### src/rtl/ls_usb_rx_pkg.sv
// Package: shared types of the low-speed receiver.
// Assumes: nothing beyond IEEE 1800-2017.
package ls_usb_rx_pkg;
    typedef enum logic [2:0] {
        ST_WAITJ,   // wait for idle J
        ST_ARM,     // idle seen, wait for first K
        ST_SYNC,    // inside sync, sampling bit centres
        ST_HUNT,    // mid-sync J seen, waiting for next K edge
        ST_DATA     // packet payload
    } rx_state_t;

    localparam int unsigned STUFF_RUN = 6;
endpackage

### src/rtl/ls_usb_rx_sync2.sv
// Module: two-flop synchroniser for a small bus of line inputs.
// Assumes: each bit is sampled independently; RST_VAL sets the post-reset level.
module ls_usb_rx_sync2 #(
    parameter int unsigned W = 2,
    parameter logic [W-1:0] RST_VAL = '0
) (
    input  logic         clk,
    input  logic         rst_n,
    input  logic [W-1:0] d,
    output logic [W-1:0] q
);
    logic [W-1:0] meta;

    // Two register stages between the asynchronous lines and the logic.
    always_ff @(posedge clk) begin
        if (!rst_n) begin
            meta <= RST_VAL;
            q    <= RST_VAL;
        end else begin
            meta <= d;
            q    <= meta;
        end
    end
endmodule

### src/rtl/ls_usb_rx_bytebuf.sv
// Module: byte store with one write port and a combinational read port.
// Assumes: writes are in range; out-of-range reads return zero.
module ls_usb_rx_bytebuf #(
    parameter int unsigned DEPTH = 8,
    localparam int unsigned AW = (DEPTH > 1) ? $clog2(DEPTH) : 1
) (
    input  logic          clk,
    input  logic          we,
    input  logic [AW-1:0] waddr,
    input  logic [7:0]    wdata,
    input  logic [AW-1:0] raddr,
    output logic [7:0]    rdata
);
    logic [7:0] mem [DEPTH];

    // Store a completed byte at its index within the packet.
    always_ff @(posedge clk) begin
        if (we) mem[waddr] <= wdata;
    end

    // Read the addressed byte; guard against addresses beyond the depth.
    always_comb begin
        rdata = 8'h00;
        if (32'(raddr) < DEPTH) rdata = mem[raddr];
    end
endmodule

### src/rtl/ls_usb_rx_core.sv
// Module: sync lock, bit-phase tracking, NRZI decode, unstuffing, byte
// assembly and end-of-packet handling.
// Assumes: line inputs are already synchronised; OSR is at least 4.
module ls_usb_rx_core
    import ls_usb_rx_pkg::*;
#(
    parameter int unsigned OSR      = 8,
    parameter int unsigned DEPTH    = 8,
    parameter int unsigned MIN_LEN  = 3,
    parameter int unsigned EDGE_WIN = 10,
    localparam int unsigned PW = $clog2(OSR),
    localparam int unsigned AW = (DEPTH > 1) ? $clog2(DEPTH) : 1,
    localparam int unsigned LW = $clog2(DEPTH + 1),
    localparam int unsigned WW = $clog2(EDGE_WIN + 1)
) (
    input  logic          clk,
    input  logic          rst_n,
    input  logic          dp_s,
    input  logic          dm_s,
    output logic          byte_vld,
    output logic [7:0]    byte_data,
    output logic [AW-1:0] byte_idx,
    output logic          pkt_done,
    output logic [LW-1:0] pkt_len,
    output logic          ovf_err,
    output logic          sync_err
);
    localparam logic [PW-1:0] CENTER = PW'(OSR / 2);
    localparam logic [PW-1:0] PH_TOP = PW'(OSR - 1);
    localparam logic [LW-1:0] LEN_MIN = LW'(MIN_LEN);
    localparam logic [LW-1:0] LEN_CAP = LW'(DEPTH);
    localparam logic [WW-1:0] WIN_TOP = WW'(EDGE_WIN - 1);

    rx_state_t     st;
    logic          dm_d;
    logic [PW-1:0] ph;
    logic [WW-1:0] wcnt;
    logic          ksn;
    logic          prev;
    logic [2:0]    ones;
    logic [2:0]    bitcnt;
    logic [7:0]    shreg;
    logic [LW-1:0] bcnt;
    logic          se0_last;

    logic edge_dm, smp, is_j, is_k, is_se0, dbit;

    assign is_j    = dm_s & ~dp_s;
    assign is_k    = ~dm_s & dp_s;
    assign is_se0  = ~dm_s & ~dp_s;
    assign edge_dm = dm_s ^ dm_d;
    assign smp     = (ph == CENTER);
    assign dbit    = (dm_s == prev);

    // Bit-phase counter, re-aligned to one cycle past every D- transition.
    always_ff @(posedge clk) begin
        if (!rst_n) begin
            dm_d <= 1'b1;
            ph   <= '0;
        end else begin
            dm_d <= dm_s;
            if (edge_dm)          ph <= PW'(1);
            else if (ph == PH_TOP) ph <= '0;
            else                  ph <= ph + PW'(1);
        end
    end

    // Receive state machine: sync lock, data decode and packet outcome.
    always_ff @(posedge clk) begin
        if (!rst_n) begin
            st        <= ST_WAITJ;
            wcnt      <= '0;
            ksn       <= 1'b0;
            prev      <= 1'b0;
            ones      <= '0;
            bitcnt    <= '0;
            shreg     <= '0;
            bcnt      <= '0;
            se0_last  <= 1'b0;
            byte_vld  <= 1'b0;
            byte_data <= '0;
            byte_idx  <= '0;
            pkt_done  <= 1'b0;
            pkt_len   <= '0;
            ovf_err   <= 1'b0;
            sync_err  <= 1'b0;
        end else begin
            byte_vld <= 1'b0;
            pkt_done <= 1'b0;
            ovf_err  <= 1'b0;
            sync_err <= 1'b0;
            unique case (st)
                ST_WAITJ: if (is_j) st <= ST_ARM;
                ST_ARM: if (is_k) begin
                    st  <= ST_SYNC;
                    ksn <= 1'b0;
                end
                ST_SYNC: if (smp) begin
                    if (is_k && ksn) begin
                        st       <= ST_DATA;
                        prev     <= 1'b0;
                        ones     <= 3'd1;
                        bitcnt   <= '0;
                        bcnt     <= '0;
                        se0_last <= 1'b0;
                    end else if (is_k) begin
                        ksn <= 1'b1;
                    end else begin
                        st   <= ST_HUNT;
                        wcnt <= '0;
                    end
                end
                ST_HUNT: begin
                    if (is_k) begin
                        st  <= ST_SYNC;
                        ksn <= 1'b0;
                    end else if (wcnt == WIN_TOP) begin
                        sync_err <= 1'b1;
                        st       <= ST_WAITJ;
                    end else begin
                        wcnt <= wcnt + WW'(1);
                    end
                end
                ST_DATA: if (smp) begin
                    se0_last <= is_se0;
                    if (is_se0 && (bitcnt != 3'd0 || se0_last)) begin
                        st <= ST_WAITJ;
                        if (bcnt >= LEN_MIN) begin
                            pkt_done <= 1'b1;
                            pkt_len  <= bcnt;
                        end
                    end else begin
                        prev <= dm_s;
                        if (ones == 3'(STUFF_RUN)) begin
                            ones <= '0;
                        end else begin
                            ones   <= dbit ? ones + 3'd1 : 3'd0;
                            shreg  <= {dbit, shreg[7:1]};
                            bitcnt <= bitcnt + 3'd1;
                            if (bitcnt == 3'd7) begin
                                if (bcnt == LEN_CAP) begin
                                    ovf_err <= 1'b1;
                                    st      <= ST_WAITJ;
                                end else begin
                                    byte_vld  <= 1'b1;
                                    byte_data <= {dbit, shreg[7:1]};
                                    byte_idx  <= AW'(bcnt);
                                    bcnt      <= bcnt + LW'(1);
                                end
                            end
                        end
                    end
                end
                default: st <= ST_WAITJ;
            endcase
        end
    end
endmodule

### src/rtl/ls_usb_rx.sv
// Module: top of the low-speed USB packet receiver.
// Assumes: clk is OSR times the line bit rate; line inputs are asynchronous.
module ls_usb_rx #(
    parameter int unsigned OSR      = 8,
    parameter int unsigned DEPTH    = 8,
    parameter int unsigned MIN_LEN  = 3,
    parameter int unsigned EDGE_WIN = 10,
    localparam int unsigned AW = (DEPTH > 1) ? $clog2(DEPTH) : 1,
    localparam int unsigned LW = $clog2(DEPTH + 1)
) (
    input  logic          clk,
    input  logic          rst_n,
    input  logic          usb_dp,
    input  logic          usb_dm,
    output logic          byte_vld,
    output logic [7:0]    byte_data,
    output logic          pkt_done,
    output logic [LW-1:0] pkt_len,
    output logic          ovf_err,
    output logic          sync_err,
    input  logic [AW-1:0] rd_addr,
    output logic [7:0]    rd_data
);
    logic [1:0]    line_s;
    logic [AW-1:0] byte_idx;

    ls_usb_rx_sync2 #(.W(2), .RST_VAL(2'b10)) u_sync (
        .clk(clk), .rst_n(rst_n), .d({usb_dm, usb_dp}), .q(line_s)
    );

    ls_usb_rx_core #(
        .OSR(OSR), .DEPTH(DEPTH), .MIN_LEN(MIN_LEN), .EDGE_WIN(EDGE_WIN)
    ) u_core (
        .clk(clk), .rst_n(rst_n), .dp_s(line_s[0]), .dm_s(line_s[1]),
        .byte_vld(byte_vld), .byte_data(byte_data), .byte_idx(byte_idx),
        .pkt_done(pkt_done), .pkt_len(pkt_len),
        .ovf_err(ovf_err), .sync_err(sync_err)
    );

    ls_usb_rx_bytebuf #(.DEPTH(DEPTH)) u_buf (
        .clk(clk), .we(byte_vld), .waddr(byte_idx), .wdata(byte_data),
        .raddr(rd_addr), .rdata(rd_data)
    );
endmodule

### config.mk
export PLATFORM = sky130hd
export DESIGN_NAME = ls_usb_rx
export DESIGN_NICKNAME = d
export VERILOG_FILES = /design/src/rtl/ls_usb_rx_pkg.sv /design/src/rtl/ls_usb_rx_sync2.sv /design/src/rtl/ls_usb_rx_bytebuf.sv /design/src/rtl/ls_usb_rx_core.sv /design/src/rtl/ls_usb_rx.sv
export SDC_FILE = /design/constraint.sdc
export NUM_CORES = 1
export LEC_CHECK = 0
export BUFFER_PORTS_ARGS = -buffer_cell sky130_fd_sc_hd__buf_2
export CAP_MARGIN = 15
export CORE_UTILIZATION = 50
export DETAILED_ROUTE_END_ITERATION = 16
export GPL_TIMING_DRIVEN = 0
export PLACE_DENSITY = 0.67
export SETUP_SLACK_MARGIN = 0.3
export SYNTH_ARGS = -nofsm -noshare
export SYNTH_HDL_FRONTEND = slang
export SYNTH_HIERARCHICAL = 1
export SYNTH_SLANG_ARGS = --single-unit
### constraint.sdc
create_clock -name clk -period 2.3 [get_ports clk]
set_clock_uncertainty 0.15 [all_clocks]
set_input_delay 0.115 -clock clk [delete_from_list [all_inputs] [get_ports clk]]
set_output_delay 0.115 -clock clk [all_outputs]
set_load 0.05 [all_outputs]
-- Word-level counts from Yosys, hierarchy flattened
Memory sizes are Yosys's and may differ from the RTL's.
Cells that the tools add are included.
- RAM bits: 64
- bits of input ports: 7
- latch bits: 0
- memories: 1
- ROM bits: 0
- register bits after elaboration: 55
- output and inout bits: 24
- mux-type cells: 60
- eq/ne operators: 31
- add/sub/neg operators: 5
- bitwise operators: 14
- reduce and logical (&&, ||, !) cells: 23
- divide/modulo/power cells: 0
- $lt $le $gt $ge: 1
- multipliers: 0
- shifts and indexed selects: 0
- memories (name ; words ; bits a word ; read ports ; clocked after memory_dff ; write ports ; line ; text):
    u_buf.mem ; 8 ; 8 ; 1 ; 0 ; 1 ; ls_usb_rx_bytebuf.sv:14 ; logic [7:0] mem [DEPTH];
- operator list (operator ; number):
    $mux 3 ; 23
    $mux 4 ; 12
    $reduce_and 6->1 ; 3
    $mux 1 ; 17
    $ne 2x1->1 const B ; 8
    $pmux 4 s2 ; 2
    $reduce_and 4->1 ; 4
    $eq 3x3->1 const B ; 5
    $pmux 3 s5 ; 1
    $ne 2x2->1 const B ; 7
    $pmux 3 s2 ; 2
    $not 1->1 ; 10
    $reduce_and 5->1 ; 2
    $add 3x1->3 const B ; 3
    $ne 3x1->1 const B ; 3
    $reduce_and 9->1 ; 1
    $add 4x1->4 const B ; 2
    $eq 4x4->1 const B ; 2
    $reduce_and 8->1 ; 1
    $eq 3x2->1 const B ; 2
    $pmux 1 s2 ; 3
    $reduce_bool 2->1 ; 3
    $reduce_or 3->1 ; 2
    $reduce_or 6->1 ; 1
    12 further kinds ; 15

-- Logic depth before layout (Yosys ltp)
Gate-level depths: netlist of run 1.
- depth after elaboration: 7
- mapped depth: 8
- depth with buffers taken out: 6

-- By module
The synthesis of run 1 kept the hierarchy.
- by module, submodules not included (module ; sequential area each (sq um) ; instances ; cells each ; area each (sq um)):
    ls_usb_rx_bytebuf ; 1921.8 ; 1 ; 106 ; 2531.2
    ls_usb_rx_core ; 1001.0 ; 1 ; 279 ; 2424.8
    ls_usb_rx_sync2 ; 80.1 ; 1 ; 8 ; 105.1

-- Worst setup path after synthesis of run 1
OpenSTA, ideal clock, no wires.
- kind: register -> register
- start point: register u_core.wcnt[1]
- end point: register u_core.wcnt[3]
- path slack: 0.098 ns
- arrival time: 1.981 ns
- cell stages (with the launch flop): 8
- library setup time: 0.070 ns
- clock period less this slack: 2.202 ns
- cell sequence: dfxtp_1 inv_1 ha_1 and4b_1 or4_1 buf_2 or4_1 a21oi_1
- word-level cells in the longest chain between the ends: 4
- elaborated cells on any way between the ends: 7
- classes of those cells: add/sub: 1; eq/ne: 2; mux: 3; reduce/logical: 1
- ends and longest elaborated chain (element ; line ; text):
    start: declaration ; ls_usb_rx_core.sv:37 ; logic [WW-1:0] wcnt;
    start signal: assignment ; ls_usb_rx_core.sv:121 ; wcnt <= wcnt + WW'(1);
    $add 4x1->4 ; ls_usb_rx_core.sv:121 ;
    $mux 4 ; ls_usb_rx_core.sv:117 ; end else if (wcnt == WIN_TOP) begin
    $mux 4 ; ls_usb_rx_core.sv:114 ; if (is_k) begin
    $pmux 4 s2 ; ls_usb_rx_core.sv:92 ; unique case (st)
Parallel ways exist; a longest one is shown, timed or not. The select of a mux whose other input is x is not followed.
A chain may end at the register's enable or synchronous reset.

-- Worst setup path in the final report of run 1
- start point: register u_core.wcnt[0]
- end point: register u_core.wcnt[1]
Same word-level chain as after synthesis.

==> impl_metrics.py, run 1 <==
metrics = {
    "worst_setup_path": {
        "timing.rr.start": "u_core/wcnt[0]$_SDFFE_PN0P_",
        "endpoint": "u_core/wcnt[1]$_SDFFE_PN0P_",
        "worst-path-stages": 7,
        "cpLargestDelayFamily": "simple AND/OR/NAND/NOR gates",
        "path_buf_inv": 2,
        "r2r_cells": 7,
        "worstPathArrival_ns": 2.39,
        "cp.required_ns": 2.59,
        "cp_cell_sequence": "ha_4 -> and4b_1 -> or4_4 -> buf_6 -> buf_4 -> or3_1 -> a21oi_1",
        "end_kind": "flip-flop",
        "r2r-end": "u_core/wcnt[1]$_SDFFE_PN0P_",
        "critPathSlowestCell": "or4_4",
        "path_max_fanout": 5,
        "start_kind": "flip-flop",
        "crit_path_start": "u_core/wcnt[0]$_SDFFE_PN0P_",
        "path_class": "flip-flop to flip-flop",
        "max_stage_delay_ns": 0.47,
        "reg2reg_slack_ns": 0.20,
    },
    "finish": {
        "antenna_cells": 0,
        "final-instance-count-excl-fill": 608,
        "syn_to_final_growth_pct": 26.8,
        "finalNetCount": 482,
        "drive_above_1_share": 0.312,
    },
    "sta": {
        "rsz0062_at_grt": "true",
        "max_freq_mhz": 475,
        "min_period_ns": 2.10,
        "worst-slew-pin-transition_ns": 0.935,
        "timing.final.crit_share": 0.915,
        "finalHoldViolCount": 0,
        "slew_headroom": 0.374,
        "setup_tns_ns": 0,
        "hold_slack_ns": 0.241,
        "maxSlewViolCount": 0,
        "setup_viol": 0,
        "layout_setup_ws_ns": 0.196,
    },
    "yosys": {
        "syn_inst": 393,
        "synth_ff_type": "edfxtp_1",
        "yosys.area.top_type_share": 0.380,
        "avgSynthCellArea_um2": 12.9,
        "synth_seq_area_share": 0.593,
        "yosysTopAreaCell": "edfxtp_1",
        "synth_nets": 412,
        "yosys.cell_count.top_type": "edfxtp_1",
        "synthTopCellsByCount": "edfxtp_1 (64), dfxtp_1 (54), nand2_1 (34)",
        "synth.area.top_cells": "edfxtp_1 (38%), dfxtp_1 (21%), mux4_1 (7.8%), mux2i_1 (3.4%), ha_1 (3.0%)",
        "yosys.cell_types.count": 55,
        "ys_warn_count": 6,
        "synth-edff-count": 64,
        "ys_ff_latch": 118,
        "syn_area_um2": 5060,
        "async_flop_share": 0,
    },
    "clock_network": {
        "clk_pin_slew_ns": 0.06,
        "cts_tree": "yes",
        "cts_made_buffers": 17,
        "root_buffer": "clkbuf_8",
        "cts.htree.levels": 4,
        "cts_buffer_depth": 2,
        "insertion_delay_ns": 0.51,
        "cts_sinks": 118,
    },
    "place": {
        "globalplace.congestion": 0.852,
        "post-dp-hpwl_um": 6450,
        "place_inst": 555,
        "port_buffers": 27,
        "place_ws_ns": -0.0892,
    },
    "power_and_ir_drop": {
        "vdd.ir_drop.worst_mv": 0.500,
        "p_int_mw": 4.08,
        "power_switching_mw": 1.10,
        "pwr-share-comb": 0.044,
        "p_per_area_nw_per_um2": 807,
        "p_leak_nw": 2.51,
        "p_sw_frac": 0.212,
        "p_seq_frac": 0.431,
        "clockPowerShare": 0.525,
    },
    "floorplan": {
        "start_util": 0.518,
        "rows": 36,
        "core-area_um2": 9770,
        "die_w_um": 103,
        "die_area_um2": 10500,
        "die_y_um": 103,
        "ioPinCount": 31,
    },
    "global_route": {
        "grt_pass1_wl_um": 16100,
        "grt_overflow": 0,
        "grt_start_max_net_pins": 17,
        "antenna_found_initial": 0,
        "grt_pass1_vias": 3220,
        "track_usage": 0.210,
    },
    "drt": {
        "firstDrtPassIters": 5,
        "post_drt_wl_per_cell_um": 17.7,
        "vias_per_cell": 5.62,
        "via_count": 3415,
        "finalWirelength_um": 10800,
        "drtIter0Drc": 152,
        "drc_errors": 0,
        "antenna_left": 0,
    },
    "worst_hold_path": {
        "hp-class": "input port to flip-flop",
        "min-delay-start": "rst_n",
    },
    "status": {
        "status": "complete, no violations",
    },
    "job": {
        "drv_cap": 0,
    },
}
[area by class of cell]
cell class,instances,area (um^2)
fillers,756,3360
flip-flops and latches,118,3020
multi-input cells,240,2000
clock buffers,17,414
repair buffers,51,403
clock inverters,14,203
plain buffers,23,171
well taps,133,166
inverters,12,45.0
[layout by cell type (no fill, tap or decap), types with 5 or more instances in the layout]
cell            n
nor3_1          7
buf_4          17
inv_1           8
nand2_1        34
nor2_1         24
nand2b_1       11
ha_1            9
o21ai_0        12
mux4_2         16
mux2_4          8
and2_1          6
dfxtp_1        47
buf_2          23
buf_6          10
nand4_1         6
buf_8           6
dlygate4sd3_1   5
edfxtp_1       64
clkbuf_16      16
nand3_1        10
dfxtp_2         5
a21oi_1        12
clkbuf_1        7
mux2i_1        17
[power groups by stage]
stage	clock network [mW]	registers (mW)	logic, mW
after floorplan	0	2.27	0.152
after global placement	0	2.27	0.192
after detailed placement	0	2.28	0.193
after CTS	2.76	2.23	0.216
after global routing	2.85	2.23	0.247
final	2.72	2.23	0.227
[layer usage]
metal  share of wire  track usage
met5               0            0
met4          0.0082       0.0945
met3           0.035       0.0569
met2            0.53        0.362
met1            0.43        0.244
[worst register-to-register path: cells and delay by family, from the launching register on]
| kind | cells | cell delay, ns |
|---|---|---|
| AO/OA/AOI/OAI | 1 | 0.12 |
| AND/OR/NAND/NOR | 3 | 0.97 |
| buffers and inverters | 2 | 0.27 |
| adder cells (fa/ha/maj) | 1 | 0.15 |
| flip-flops | 1 | 0.36 |
[worst min path at each step]
stage	endpoint	slack, ns	cells past startpoint
2_1_floorplan	u_sync/q[1]$_SDFF_PN1_	0.04	1
3_3_place_gp	u_sync/meta[1]$_SDFF_PN1_	0.15	2
3_5_place_dp	u_sync/meta[1]$_SDFF_PN1_	0.16	2
4_1_cts	u_sync/q[1]$_SDFF_PN1_	0.20	3
5_1_grt	u_sync/q[1]$_SDFF_PN1_	0.23	3
6_report	u_sync/q[1]$_SDFF_PN1_	0.24	3
[flip-flops by register name (all words and copies together), names as in the netlist, 2 cells and up]
name,cells
u_buf/mem,64
u_core/byte_data,8
u_core/shreg,7
u_core/bcnt,4
u_core/pkt_len,4
u_core/wcnt,4
u_core/bitcnt,3
u_core/byte_idx,3
u_core/ones,3
u_core/ph,3
u_core/st,3
u_sync/meta,2
u_sync/q,2
[kinds of logic (layout without fill, tap and decap cells)]
group | count (synthesis) | after routing | synth area share
xor gates and xnor gates | 3 | 3 | 0.00519
muxes | 41 | 41 | 0.134
DFF | 118 | 118 | 0.593
adders and majority gates | 12 | 12 | 0.0297
buffers and inverters | 35 | 117 | 0.0336
AOI/OAI and AO/OA | 57 | 57 | 0.0734
and+or+nand+nor | 127 | 127 | 0.131
[through the flow]
stage,utilization,cell area (um^2),total power [mW]
4_1_cts,0.636,6220,5.21
3_3_place_gp,0.554,5410,2.47
5_1_grt,0.657,6420,5.33
6_report,0.657,6420,5.18
3_5_place_dp,0.555,5420,2.47
2_1_floorplan,-,5110,2.42
[repair_timing]
item	CTS	global route
pin swaps	8	9
endpoints found under the hold margin	6	0
hold buffers	5	0
setup endpoints to repair	46	45
setup buffers	6	10
cloned	0	1
gates resized for setup	54	41
No activity file was read; power rests on OpenSTA's default activity.
==> run 2, diff against run 1 <==
ABC_AREA = 1   (was unset)
==> impl_metrics.py, run 2 <==
metrics = {
    "yosys": {
        "yosys.cell_types.count": 35,
        "synth_nets": 693,
        "yosysTopAreaCell": "edfxtp_1",
        "synth.area.top_cells": "edfxtp_1 (34%), dfxtp_1 (19%), nand2_1 (13%), inv_1 (7.7%), nor2_1 (4.7%)",
        "avgSynthCellArea_um2": 8.37,
        "async_flop_share": 0,
        "synth-edff-count": 64,
        "yosys.cell_count.top_type": "nand2_1",
        "syn_inst": 674,
        "ys_warn_count": 6,
        "syn_area_um2": 5640,
        "synth_ff_type": "edfxtp_1",
        "yosys.area.top_type_share": 0.341,
        "synth_seq_area_share": 0.532,
        "ys_ff_latch": 118,
        "synthTopCellsByCount": "nand2_1 (195), inv_1 (116), nor2_1 (70)",
    },
    "finish": {
        "fin_util": 0.600,
        "reg_top3": "u_buf/mem (64), u_core/byte_data (8), u_core/shreg (7)",
        "finalNetCount": 744,
        "antenna_cells": 0,
        "mostFrequentLayoutCells": "nand2_1 (193), inv_1 (116), nor2_1 (70), edfxtp_1 (64), dfxtp_1 (52)",
        "syn_to_final_growth_pct": 16.2,
        "largest_register_ffs": 64,
        "final-instance-count-excl-fill": 877,
        "drive_above_1_share": 0.145,
        "final_common_cell": "nand2_1",
        "regMostFlops": "u_buf/mem",
        "nFillCells": 946,
    },
    "status": {
        "status": "complete, no violations",
    },
    "worst_setup_path": {
        "crit_path_start": "u_core/bitcnt[0]$_SDFFE_PN0P_",
        "start_kind": "flip-flop",
        "r2r_cells": 10,
        "cpLargestDelayFamily": "simple AND/OR/NAND/NOR gates",
        "cp_cell_sequence": "ha_1 -> ha_1 -> nand3_2 -> nor2_2 -> nand3_4 -> inv_2 -> buf_6 -> nand2_1 -> o21ai_1 -> inv_1",
        "worstPathArrival_ns": 1.98,
        "r2r-end": "u_core/byte_data[2]$_SDFFE_PN0P_",
        "reg2reg_slack_ns": 0.47,
        "timing.rr.start": "u_core/bitcnt[0]$_SDFFE_PN0P_",
        "max_stage_delay_ns": 0.37,
        "timing.critical_path.mode_cell": "ha_1",
        "path_class": "flip-flop to flip-flop",
        "path_max_fanout": 10,
        "cp.required_ns": 2.45,
        "path_buf_inv": 3,
        "worst-path-stages": 10,
        "end_kind": "flip-flop",
        "critPathSlowestCell": "dfxtp_1",
        "endpoint": "u_core/byte_data[2]$_SDFFE_PN0P_",
    },
    "global_route": {
        "grt_pass1_vias": 4109,
        "track_usage": 0.220,
        "antenna_found_initial": 0,
        "grt_start_max_net_pins": 17,
        "grt_pass1_wl_um": 19400,
        "grt_overflow": 0,
    },
    "floorplan": {
        "rows": 38,
        "die_y_um": 108,
        "die_area_um2": 11700,
        "die_w_um": 108,
        "core-area_um2": 10900,
        "start_util": 0.516,
        "ioPinCount": 31,
    },
    "power_and_ir_drop": {
        "pwr-share-comb": 0.120,
        "p_seq_frac": 0.425,
        "p_int_mw": 4.00,
        "power_switching_mw": 1.36,
        "vdd.ir_drop.worst_mv": 0.511,
        "p_sw_frac": 0.253,
        "p_per_area_nw_per_um2": 817,
        "p_leak_nw": 3.07,
        "clockPowerShare": 0.455,
    },
    "drt": {
        "post_drt_wl_per_cell_um": 13.3,
        "via_count": 4257,
        "drc_errors": 0,
        "finalWirelength_um": 11700,
        "antenna_left": 0,
        "drtIter0Drc": 303,
        "vias_per_cell": 4.85,
        "firstDrtPassIters": 4,
    },
    "clock_network": {
        "clk_pin_slew_ns": 0.05,
        "insertion_delay_ns": 0.41,
        "cts.htree.levels": 4,
        "cts_made_buffers": 17,
        "cts_buffer_depth": 2,
        "post_cts_buffers": 0,
        "cts_tree": "yes",
        "root_buffer": "clkbuf_16",
        "cts_sinks": 118,
    },
    "sta": {
        "max_freq_mhz": 547,
        "finalHoldViolCount": 0,
        "timing.final.crit_share": 0.795,
        "rsz0062_at_grt": "false",
        "worst-slew-pin-transition_ns": 0.869,
        "setup_tns_ns": 0,
        "maxSlewViolCount": 0,
        "setup_viol": 0,
        "slew_headroom": 0.418,
        "min_period_ns": 1.83,
    },
    "place": {
        "place_inst": 841,
        "port_buffers": 27,
        "post-dp-hpwl_um": 8080,
        "globalplace.congestion": 0.858,
    },
    "worst_hold_path": {
        "hp-class": "flip-flop to flip-flop",
    },
    "job": {
        "drv_cap": 0,
    },
}
## run 2: how the worst min path moves through the flow
stage                                    from  cells past startpoint                         to  slack (ns)
floorplan                               rst_n                      1  u_sync/meta[1]$_SDFF_PN1_        0.03
finish              u_sync/meta[0]$_SDFF_PN0_                      2     u_sync/q[0]$_SDFF_PN0_        0.26
detailed placement                     usb_dm                      3  u_sync/meta[1]$_SDFF_PN1_        0.15
CTS                 u_sync/meta[0]$_SDFF_PN0_                      2     u_sync/q[0]$_SDFF_PN0_        0.26
global placement                       usb_dm                      3  u_sync/meta[1]$_SDFF_PN1_        0.14
global route        u_sync/meta[0]$_SDFF_PN0_                      2     u_sync/q[0]$_SDFF_PN0_        0.28
## run 2: stage by stage
step	total power, mW	cell area [um^2]	hold slack [ns]	worst slack, ns
floorplan	2.83	5640	0.0337	0.558
global placement	2.94	5950	0.135	0.440
detailed placement	2.95	5950	0.147	0.393
CTS	5.40	6550	0.256	0.369
global route	5.60	6560	0.277	0.305
finish	5.36	6560	0.257	0.471
## run 2: cell type report
cell class,instances,area (um^2),share of cell area
Sequential cell,118,3010,0.459
Buffer,21,164,0.0250
Timing Repair Buffer,32,185,0.0282
Clock inverter,12,113,0.0172
Tap cell,140,175,0.0267
Multi-Input combinational cell,409,2000,0.305
Clock buffer,19,433,0.0660
Inverter,126,478,0.0729
## run 2: logic make-up (layout without fill, tap and decap cells)
logic type,Yosys count,count (layout),synth area share
AND/OR/NAND/NOR,346,346,0.278
buffers and inverters,147,210,0.114
flip-flops,118,118,0.532
AO/OA/AOI/OAI,47,47,0.0428
adder cells (fa/ha/maj),12,12,0.0266
XOR/XNOR,4,4,0.00621
## run 2: routing by layer
metal  vias to the layer above  wire, um  global-route usage
met5                         -         0                   0
met4                         0       194              0.0832
met3                        15       468              0.0573
met2                        93      5970               0.400
met1                      1942      5030               0.246
li1                       2207         -                   -
## run 2: repair_timing
item	in CTS	in global routing
hold endpoints to repair	4	0
setup endpoints to repair	0	18
hold buffers	5	0
resized for setup	0	5
## run 2: tightest hold or removal path, cell delays in order (launching register included)
cell and delay [ns]:
dfxtp_1 0.29, nand2_1 0.04, inv_1 0.03
## run 2: power groups by stage
stage	Combinational, mW	Clock (mW)	Sequential, mW
2_1_floorplan	0.519	0	2.31
3_3_place_gp	0.625	0	2.31
3_5_place_dp	0.632	0	2.32
4_1_cts	0.643	2.48	2.27
5_1_grt	0.731	2.59	2.28
6_report	0.643	2.44	2.28
==> run 3, diff against run 2 <==
PLACE_DENSITY = 0.64   (was 0.67)
clock period = 1.7 ns   (was 2.3 ns; I/O delays follow)
==> impl_metrics.py, run 3 (synthesis gave the netlist of run 2 again) <==
metrics = {
    "finish": {
        "regArea_um2": 3070,
        "mostFrequentLayoutCells": "nand2_1 (158), inv_1 (105), edfxtp_1 (64), nor2_1 (48), buf_4 (39)",
        "largest_register_ffs": 64,
        "syn_to_final_growth_pct": 39.1,
        "regMostFlops": "u_buf/mem",
        "multiInputGateArea_um2": 2690,
        "finalNetCount": 784,
        "antenna_cells": 0,
        "final_common_cell": "nand2_1",
        "reg_top3": "u_buf/mem (64), u_core/byte_data (8), u_core/shreg (7)",
        "drive_above_1_share": 0.373,
        "nFillCells": 750,
    },
    "sta": {
        "slew_headroom": 0.492,
        "rsz0062_at_grt": "true",
        "min_period_ns": 1.62,
        "maxSlewViolCount": 0,
        "finalHoldViolCount": 0,
        "setup_viol": 0,
        "setup_tns_ns": 0,
        "max_freq_mhz": 618,
        "timing.final.crit_share": 0.953,
        "worst-slew-pin-transition_ns": 0.763,
    },
    "worst_setup_path": {
        "crit_path_start": "u_core/bitcnt[1]$_SDFFE_PN0P_",
        "worst-path-stages": 10,
        "path_buf_inv": 3,
        "worstPathArrival_ns": 1.77,
        "cp_cell_sequence": "ha_4 -> ha_4 -> nand3_4 -> nor2_4 -> nand3_4 -> inv_4 -> buf_6 -> nand2_2 -> o21ai_1 -> inv_1",
        "timing.rr.start": "u_core/bitcnt[1]$_SDFFE_PN0P_",
        "path_class": "flip-flop to flip-flop",
        "reg2reg_slack_ns": 0.08,
        "end_kind": "flip-flop",
        "max_stage_delay_ns": 0.37,
        "start_kind": "flip-flop",
        "r2r_cells": 10,
        "critPathSlowestCell": "dfxtp_4",
        "cpLargestDelayFamily": "simple AND/OR/NAND/NOR gates",
        "endpoint": "u_core/byte_idx[2]$_SDFFE_PN0P_",
        "path_max_fanout": 5,
        "r2r-end": "u_core/byte_idx[2]$_SDFFE_PN0P_",
        "cp.required_ns": 1.85,
    },
    "place": {
        "globalplace.congestion": 0.838,
        "port_buffers": 27,
        "post-dp-hpwl_um": 8440,
    },
    "power_and_ir_drop": {
        "clockPowerShare": 0.430,
        "power_switching_mw": 2.29,
        "pwr-share-comb": 0.193,
        "p_per_area_nw_per_um2": 1050,
        "p_sw_frac": 0.278,
        "p_seq_frac": 0.377,
        "p_int_mw": 5.93,
        "vdd.ir_drop.worst_mv": 0.735,
        "p_total_mw": 8.22,
        "p_leak_nw": 3.45,
    },
    "clock_network": {
        "cts_buffer_depth": 2,
        "cts_made_buffers": 17,
        "cts.htree.levels": 4,
        "root_buffer": "clkbuf_16",
        "insertion_delay_ns": 0.41,
        "cts_sinks": 118,
        "clk_pin_slew_ns": 0.06,
        "cts_tree": "yes",
    },
    "global_route": {
        "track_usage": 0.238,
        "grt_pass1_vias": 4257,
        "grt_pass1_wl_um": 20600,
        "grt_overflow": 0,
        "grt_start_max_net_pins": 17,
        "antenna_found_initial": 0,
    },
    "floorplan": {
        "start_util": 0.516,
        "rows": 38,
        "die_y_um": 108,
        "die_area_um2": 11700,
        "core-area_um2": 10900,
        "die_w_um": 108,
        "ioPinCount": 31,
    },
    "drt": {
        "firstDrtPassIters": 5,
        "vias_per_cell": 5.10,
        "via_count": 4680,
        "post_drt_wl_per_cell_um": 15.8,
        "drtIter0Drc": 299,
        "antenna_left": 0,
        "finalWirelength_um": 14500,
        "drc_errors": 0,
    },
    "status": {
        "status": "complete, no violations",
    },
    "worst_hold_path": {
        "hp-class": "input port to flip-flop",
    },
    "job": {
        "drv_cap": 0,
    },
}
==> run 3: cell count changes in the layout (fill, tap and decap cells not counted), sizes merged <==
cell | before | now
buf | 44 | 83
bufinv | 2 | 3
clkbuf | 23 | 21
clkinv | 8 | 7
clkinvlp | 2 | 6
inv | 126 | 125
nor2 | 77 | 78
==> run 3: how the worst min path moves through the flow <==
stage | from | end | slack (ns) | cells past startpoint
detailed placement | usb_dm | u_sync/meta[1]$_SDFF_PN1_ | 0.11 | 3
global placement | usb_dm | u_sync/meta[1]$_SDFF_PN1_ | 0.11 | 3
finish | rst_n | u_core/ovf_err$_SDFF_PP0_ | 0.21 | 4
floorplan | rst_n | u_sync/meta[1]$_SDFF_PN1_ | 0.004 | 1
global route | rst_n | u_core/ovf_err$_SDFF_PP0_ | 0.20 | 4
CTS | rst_n | u_core/byte_vld$_SDFF_PP0_ | 0.18 | 4
==> run 3: routing by layer <==
metal  up-vias  wire length, um  global-route usage
li1       2294                -                   -
met1      2214             5720               0.258
met2       138             7820               0.450
met3        34              565              0.0555
met4         0              401              0.0773
met5         -                0                   0
==> run 3: worst reg2reg max path: cells and delay by family, from the launching register on <==
family,cells,cell delay (ns)
AOI/OAI and AO/OA,1,0.07
and+or+nand+nor,4,0.38
adders and majority gates,2,0.29
buffers and inverters,3,0.27
DFF,1,0.37
==> run 3: timing repair <==
action / in CTS / in global routing
endpoints found under the hold margin: 4 / 0
buffers inserted: 14 / 23
gates cloned: 3 / 0
hold buffers: 5 / 0
setup endpoints to repair: 61 / 58
pin swaps: 36 / 60
resized for setup: 94 / 123
==> run 3: layout make-up <==
class	count	area share
Sequential cell	118	0.391
Inverter	126	0.0651
Buffer	21	0.0228
Tap cell	140	0.0223
Multi-Input combinational cell	410	0.343
Clock inverter	15	0.0207
Timing Repair Buffer	71	0.0816
Clock buffer	17	0.0542
==> run 3: stage by stage <==
| stage | cell area [um^2] | std cells | worst slack (ns) | hold WS (ns) | utilization |
|---|---|---|---|---|---|
| after global routing | 7850 | 918 | 0.0169 | 0.199 | 0.718 |
| after global placement | 6140 | 841 | 0.0265 | 0.113 | 0.561 |
| after CTS | 7220 | 895 | 0.0901 | 0.184 | 0.660 |
| final | 7850 | 918 | 0.0806 | 0.207 | 0.718 |
| after detailed placement | 6140 | 841 | -0.000756 | 0.114 | 0.561 |
| after floorplan | 5830 | 674 | 0.182 | 0.00365 | - |
==> run 3: power by group through the flow <==
stage | clock network, mW | registers (mW) | logic (mW)
finish | 3.54 | 3.10 | 1.58
global route | 3.71 | 3.10 | 1.67
CTS | 3.57 | 3.10 | 1.17
detailed placement | 0 | 3.14 | 0.898
global placement | 0 | 3.13 | 0.880
floorplan | 0 | 3.13 | 0.730
